<file path="src/rtl/linecode_pkg.sv">
package linecode_pkg;

  localparam logic [9:0] K285_NEG   = 10'h0FA;
  localparam logic [7:0] BYTE_COMMA = 8'hBC;
  localparam logic [7:0] BYTE_D21_5 = 8'hB5;
  localparam logic [7:0] BYTE_D2_2  = 8'h42;
  localparam logic [7:0] BYTE_FLIP  = 8'hC5;  // D5.6: neutral, keeps negative
  localparam logic [7:0] BYTE_KEEP  = 8'h50;  // D16.2: flips positive to negative

  // abcdei for data value x, negative-disparity column
  function automatic logic [5:0] six_neg(input logic [4:0] x);
    logic [5:0] r;
    case (x)
      5'd0:  r = 6'b100111;  5'd1:  r = 6'b011101;
      5'd2:  r = 6'b101101;  5'd3:  r = 6'b110001;
      5'd4:  r = 6'b110101;  5'd5:  r = 6'b101001;
      5'd6:  r = 6'b011001;  5'd7:  r = 6'b111000;
      5'd8:  r = 6'b111001;  5'd9:  r = 6'b100101;
      5'd10: r = 6'b010101;  5'd11: r = 6'b110100;
      5'd12: r = 6'b001101;  5'd13: r = 6'b101100;
      5'd14: r = 6'b011100;  5'd15: r = 6'b010111;
      5'd16: r = 6'b011011;  5'd17: r = 6'b100011;
      5'd18: r = 6'b010011;  5'd19: r = 6'b110010;
      5'd20: r = 6'b001011;  5'd21: r = 6'b101010;
      5'd22: r = 6'b011010;  5'd23: r = 6'b111010;
      5'd24: r = 6'b110011;  5'd25: r = 6'b100110;
      5'd26: r = 6'b010110;  5'd27: r = 6'b110110;
      5'd28: r = 6'b001110;  5'd29: r = 6'b101110;
      5'd30: r = 6'b011110;  default: r = 6'b101011;
    endcase
    return r;
  endfunction

  // fghj for value y when the disparity after 6b is negative
  function automatic logic [3:0] four_neg(input logic [2:0] y, input logic alt);
    logic [3:0] r;
    case (y)
      3'd0: r = 4'b1011;
      3'd1: r = 4'b1001;
      3'd2: r = 4'b0101;
      3'd3: r = 4'b1100;
      3'd4: r = 4'b1101;
      3'd5: r = 4'b1010;
      3'd6: r = 4'b0110;
      default: r = alt ? 4'b0111 : 4'b1110;
    endcase
    return r;
  endfunction

endpackage

</file>
<file path="src/rtl/sym_enc_lane.sv">
module sym_enc_lane
  import linecode_pkg::*;
(
  input  logic [7:0] byte_in,
  input  logic       k_in,
  input  logic       rd_in,
  output logic [9:0] code,
  output logic       rd_out
);
  logic [4:0] x;
  logic [2:0] y;
  logic       ctl28, ctl_x7, alt;
  logic [5:0] six_base, six;
  logic [3:0] four_base, four;
  logic       bal6, bal4, rd_mid, comp6, comp4;

  assign x = byte_in[4:0];
  assign y = byte_in[7:5];

  always_comb begin
    ctl28  = k_in && (x == 5'd28);
    ctl_x7 = k_in && (y == 3'd7) &&
             (x == 5'd23 || x == 5'd27 || x == 5'd29 || x == 5'd30);

    six_base = ctl28 ? 6'b001111 : six_neg(x);
    bal6     = ($countones(six_base) == 3);
    comp6    = rd_in && (!bal6 || (x == 5'd7 && !ctl28));
    six      = comp6 ? ~six_base : six_base;
    rd_mid   = rd_in ^ !bal6;

    alt = (y == 3'd7) &&
          (ctl28 || ctl_x7 ||
           (!rd_mid && (x == 5'd17 || x == 5'd18 || x == 5'd20)) ||
           (rd_mid  && (x == 5'd11 || x == 5'd13 || x == 5'd14)));
    four_base = four_neg(y, alt);
    bal4      = ($countones(four_base) == 2);
    // balanced comma tails run the other way round
    comp4 = ((!bal4 || y == 3'd3) && rd_mid) ||
            (ctl28 && bal4 && y != 3'd3 && !rd_mid);
    four  = comp4 ? ~four_base : four_base;

    code   = {six, four};
    rd_out = rd_mid ^ !bal4;
  end
endmodule

</file>
<file path="src/rtl/idle_rewrite.sv">
module idle_rewrite
  import linecode_pkg::*;
(
  input  logic       prev_comma,
  input  logic [7:0] byte_in,
  input  logic       k_in,
  input  logic       rd_sel,
  output logic [7:0] byte_out,
  output logic       hit
);
  always_comb begin
    hit = prev_comma && !k_in &&
          (byte_in != BYTE_D21_5) && (byte_in != BYTE_D2_2);
    if (hit) byte_out = rd_sel ? BYTE_KEEP : BYTE_FLIP;
    else     byte_out = byte_in;
  end
endmodule

</file>
<file path="src/rtl/word_mirror.sv">
module word_mirror #(
  parameter int W = 20
) (
  input  logic         en,
  input  logic [W-1:0] din,
  output logic [W-1:0] dout
);
  logic [W-1:0] flipped;

  for (genvar j = 0; j < W; j++) begin : g_bit
    assign flipped[j] = din[W-1-j];
  end

  assign dout = en ? flipped : din;
endmodule

</file>
<file path="src/rtl/linecode_tx.sv">
module linecode_tx
  import linecode_pkg::*;
#(
  parameter int LANES = 2
) (
  input  logic                clk,
  input  logic                rst,
  input  logic                bypass,
  input  logic                rev_en,
  input  logic                in_valid,
  output logic                in_ready,
  input  logic [LANES*8-1:0]  in_data,
  input  logic [LANES-1:0]    in_k,
  input  logic [LANES-1:0]    in_force,
  input  logic [LANES-1:0]    in_dispval,
  output logic                out_valid,
  input  logic                out_ready,
  output logic [LANES*10-1:0] out_code
);
  localparam int CW = LANES * 10;

  logic             rd_q, byp_q, accept;
  logic [LANES:0]   rd_chain;
  logic [LANES-1:0] prev_comma, lane_hit;
  logic [CW-1:0]    enc_word, raw_word, pre_word, post_word;

  assign in_ready    = !out_valid || out_ready;
  assign accept      = in_valid && in_ready;
  assign rd_chain[0] = rd_q;

  if (LANES == 1) begin : g_hist
    logic hist_q;
    always_ff @(posedge clk or posedge rst) begin
      if (rst)                     hist_q <= 1'b0;
      else if (accept && !bypass)  hist_q <= in_k[0] && (in_data[7:0] == BYTE_COMMA);
    end
    assign prev_comma[0] = hist_q;
  end else begin : g_nohist
    assign prev_comma[0] = 1'b0;
  end

  for (genvar i = 0; i < LANES; i++) begin : g_lane
    logic [7:0] b, fixed_b;
    logic       rd_sel, fixed_k;

    assign b      = in_data[i*8 +: 8];
    assign rd_sel = in_force[i] ? in_dispval[i] : rd_chain[i];

    if (i > 0) begin : g_pair
      assign prev_comma[i] = in_k[i-1] && (in_data[(i-1)*8 +: 8] == BYTE_COMMA);
    end

    idle_rewrite u_idle (
      .prev_comma (prev_comma[i]),
      .byte_in    (b),
      .k_in       (in_k[i]),
      .rd_sel     (rd_sel),
      .byte_out   (fixed_b),
      .hit        (lane_hit[i])
    );
    assign fixed_k = in_k[i] && !lane_hit[i];

    sym_enc_lane u_enc (
      .byte_in (fixed_b),
      .k_in    (fixed_k),
      .rd_in   (rd_sel),
      .code    (enc_word[i*10 +: 10]),
      .rd_out  (rd_chain[i+1])
    );

    assign raw_word[i*10 +: 10] = {2'b00, b};
  end

  assign pre_word = bypass ? raw_word : enc_word;

  word_mirror #(.W(CW)) u_mirror (
    .en   (rev_en),
    .din  (pre_word),
    .dout (post_word)
  );

  always_ff @(posedge clk or posedge rst) begin
    if (rst) begin
      out_code  <= {LANES{K285_NEG}};
      out_valid <= 1'b0;
      rd_q      <= 1'b0;
      byp_q     <= 1'b0;
    end else begin
      if (accept) begin
        out_code <= post_word;
        byp_q    <= bypass;
        if (!bypass) rd_q <= rd_chain[LANES];
      end
      out_valid <= accept || (out_valid && !out_ready);
    end
  end

  AST_RST_COMMA: assert property (@(posedge clk) disable iff (rst)
    $fell(rst) |-> (out_code == {LANES{K285_NEG}}) && !out_valid);

  AST_STALL_HOLD: assert property (@(posedge clk) disable iff (rst)
    out_valid && !out_ready |=> out_valid && $stable(out_code));

  AST_BYPASS_RD: assert property (@(posedge clk) disable iff (rst)
    accept && bypass |=> $stable(rd_q));

  AST_IDLE_NEG: assert property (@(posedge clk) disable iff (rst)
    accept && !bypass && lane_hit[LANES-1] |=> !rd_q);

  for (genvar i = 0; i < LANES; i++) begin : g_chk
    AST_SYM_WEIGHT: assert property (@(posedge clk) disable iff (rst)
      out_valid && !byp_q |->
        ($countones(out_code[i*10 +: 10]) >= 4) &&
        ($countones(out_code[i*10 +: 10]) <= 6));
  end
endmodule

</file>
<file path="config.mk">
export PLATFORM = sky130hd
export DESIGN_NAME = linecode_tx
export DESIGN_NICKNAME = d
export VERILOG_FILES = /design/src/rtl/linecode_pkg.sv /design/src/rtl/sym_enc_lane.sv /design/src/rtl/idle_rewrite.sv /design/src/rtl/word_mirror.sv /design/src/rtl/linecode_tx.sv
export SDC_FILE = /design/constraint.sdc
export NUM_CORES = 1
export LEC_CHECK = 0
export BUFFER_PORTS_ARGS = -buffer_cell sky130_fd_sc_hd__buf_2
export CAP_MARGIN = 30
export CORE_MARGIN = 2
export CORE_UTILIZATION = 46
export DETAILED_ROUTE_END_ITERATION = 10
export PLACE_DENSITY = 0.68
export SLEW_MARGIN = 10
export SYNTH_ARGS = -nofsm -noshare
export SYNTH_HDL_FRONTEND = slang
export SYNTH_HIERARCHICAL = 1
export SYNTH_SLANG_ARGS = --single-unit
</file>
<file path="constraint.sdc">
create_clock -name clk -period 12.7 [get_ports clk]
set_input_delay 1.27 -clock clk [delete_from_list [all_inputs] [get_ports clk]]
set_output_delay 1.27 -clock clk [all_outputs]
set_load 0.01 [all_outputs]
</file>
==> results.md <==
- Status: finished, final reports clean
- Wire per inst: 16.0 µm
- Crit path max fanout: 4
- Most common cell after layout, fill and taps aside: buf_4
- Total CTS buffers: 3
- ANT cells: 0
- Crit. End Element: flip-flop
- Syn avg cell area: 9.58 µm²
- Worst path arrival time: 12670 ps
- Worst Setup Path Type: input port to flip-flop
- Most frequent cells in the layout: buf_4, buf_2, mux2_4, nor2_1, nand2_1
- DRC Markers: 0
- Number of routed nets with antenna violations: 0
- Seq/Total Area, Yosys: 15.0%
- Leak Pwr: 2.28 nW
- Synthesized cell area: 0.00377 mm²
- Yosys reg bits: 22
- CP Launch Type: input port
- Drt initial violations: 121
- RSZ-0062 raised after global routing: yes
- Yosys warning count: 6
- Root buffer cell: clkbuf_8
- CTS sink count: 22
- Starting Density: 46.5%
- Core area: 0.00809 mm²
- Syn nets: 457
- Slew Limit Fails: 0
- Final hold viol count: 0
- Family with the most delay on the worst path: adder cells
- Clk_skew: 6.10 ps
- Number of port buffers: 49
- Pwr/cell area: 184 mW/mm²
- Sw Ratio: 39.1%
- Clk buf depth: 2
- # rows: 33
- HP Class: flip-flop to flip-flop
- Mapped Cells: 393
- First-pass GRT wire length: 15300 µm
- Most frequent cell on the critical path: ha_4
- Dpl hpwl: 7470 µm
- Post-synth EDFFs: 0
- Fmax: 79.9 MHz
- CP Data Required Time: 12850 ps
- CP max stage delay: 560 ps
- Switch Pwr: 0.362 mW
- Post-CTS Hold Buffers: 0
- Largest net degree at the start of global routing: 25
- Sequential power share: 15.0%
- Total gr overflow: 0
- Setup_tns: 0 ps
- Layout Cells excl Fill: 599
- Slowest CP cell: fa_2
- Max-Cap Viols: 0
- Layout area overhead: 33.5%
- Vias in the first global route: 3202
- Synth Flop Type: dfstp_2
- Synth async-reset ratio: 100%
- Fin crit share: 98.6%
- CTS tree: yes
- Clk pwr share: 7.0%
- CTS HTree Levels: 1
- Worst path buffer plus inverter count: 6
- IR drop worst, VDD: 0.0000925 V
- Via density: 5.48
- Final GP Congestion: 0.871
- Nets: 559
- WHS: 507 ps
- Dpl cells: 588
- Worst skew pair latency: 260 ps
- Gate power share: 78.0%
- Initial antenna violation count: 0
- Wirelength, routed: 9580 µm
- Die Y-Extent: 94.5 µm
- Internal Power: 0.563 mW
- Die area: 0.00893 mm²
- Final setup fails: 0
- Synth unique cells: 75
- Total track usage: 20.8%
- DRT Pass-1 Iters: 4
- Rel. slew slack: 40.1%
- Clk pin slew, worst setup/hold paths: 80 ps
- # IOs: 50
- Reg2reg setup slack: 3040 ps
- Period minus WS final: 12520 ps
- Share of layout cells above drive strength 1: 54.9%
- Vias post-DR: 3285
- Worst slew pin tran: 899 ps
- Width of the die: 94.5 µm
flip-flops by register name (all words and copies together) (netlist names):
| register | count |
|---|---|
| out_code | 20 |
| out_valid | 1 |
| rd_q | 1 |
synthesized netlist by cell type (all sizes together) (3+ instances only):
library cell  instances  area (µm²)
a211o                 3        27.5
a211oi                7        52.6
a21o                  4        30.0
a21oi                17        92.6
a221oi                3        26.3
a31oi                 3        18.8
and2                  9        58.8
and3                  3        20.0
buf                  15         118
dfrtp                10         250
dfstp                12         315
fa                    6         120
ha                   30         375
inv                  24        90.1
mux2                 61         845
mux2i                17         183
nand2                24         100
nand2b                5        38.8
nand3                 7        35.0
nand3b                5        37.5
nand4b                4        65.1
nor2                 25        93.8
nor2b                13        83.8
nor3                  3        26.3
nor3b                 3        22.5
nor4                  3        18.8
o211ai                5        42.5
o21a                  3        23.8
o21ai                14        77.6
xnor2                 9        78.8
xor2                 13         114
routing by layer:
metal,track usage (%),wire length [µm],vias up
li1,-,-,1627
met5,0,0,-
met1,27.5,4370,1553
met3,1.20,313,23
met2,36.6,4630,82
met4,5.92,266,0
power by group through the flow:
| stage | Sequential, mW | Combinational (mW) | Clock, mW |
|---|---|---|---|
| after detailed placement | 0.139 | 0.663 | 0 |
| after CTS | 0.139 | 0.667 | 0.0658 |
| after global routing | 0.143 | 0.786 | 0.0697 |
| after floorplan | 0.152 | 0.469 | 0 |
| final | 0.139 | 0.722 | 0.0644 |
| after global placement | 0.138 | 0.648 | 0 |
metrics by stage:
stage               cell area [µm²]  total power [mW]  setup slack [ps]  util (%)
finish                         5030             0.925               178      62.1
floorplan                      3980             0.621              3.60         -
global route                   5030             0.999              -278      62.1
global placement               4670             0.786             -74.4      57.7
CTS                            4750             0.871              3.14      58.7
detailed placement             4670             0.802              -272      57.7
timing repair:
item / in CTS / in global routing
buffers inserted: 0 / 7
pin swaps: 0 / 24
endpoints found under the hold margin: 0 / 0
gates resized for setup: 1 / 39
setup endpoints to repair: 1 / 8
area by class of cell:
class,instances,area (µm²)
well taps,105,131
multi-input cells,331,3400
flip-flops and latches,22,566
clock inverters,1,30.0
clock buffers,3,41.3
inverters,24,95.1
fillers,675,3070
repair buffers,113,764
cell families (layout without fill, tap and decap cells):
kind of cell	after synthesis	after routing	synth area share, %
buf+inv	40	141	5.61
flops	22	22	15.0
compound gates	76	76	14.3
mux	78	78	27.3
xor+xnor	22	22	5.12
simple gates	116	116	18.9
other cells	1	1	0.0996
fa+ha+maj	38	38	13.7
final timing paths:
path                            cells past startpoint                  endpoint                     from
worst max-delay path                               53  out_code[12]$_DFFE_PP0P_               in_data[0]
worst min-delay path                                1   out_code[0]$_DFFE_PP0P_  out_code[0]$_DFFE_PP0P_
worst max register to register                     40  out_code[12]$_DFFE_PP0P_         rd_q$_DFFE_PP0P_
worst min register to register                      1   out_code[0]$_DFFE_PP0P_  out_code[0]$_DFFE_PP0P_
max in group asynchronous                           2   out_code[8]$_DFFE_PP0P_                      rst
min in group asynchronous                           2  out_code[18]$_DFFE_PP0P_                      rst
No activity file was read; power rests on OpenSTA's default activity.
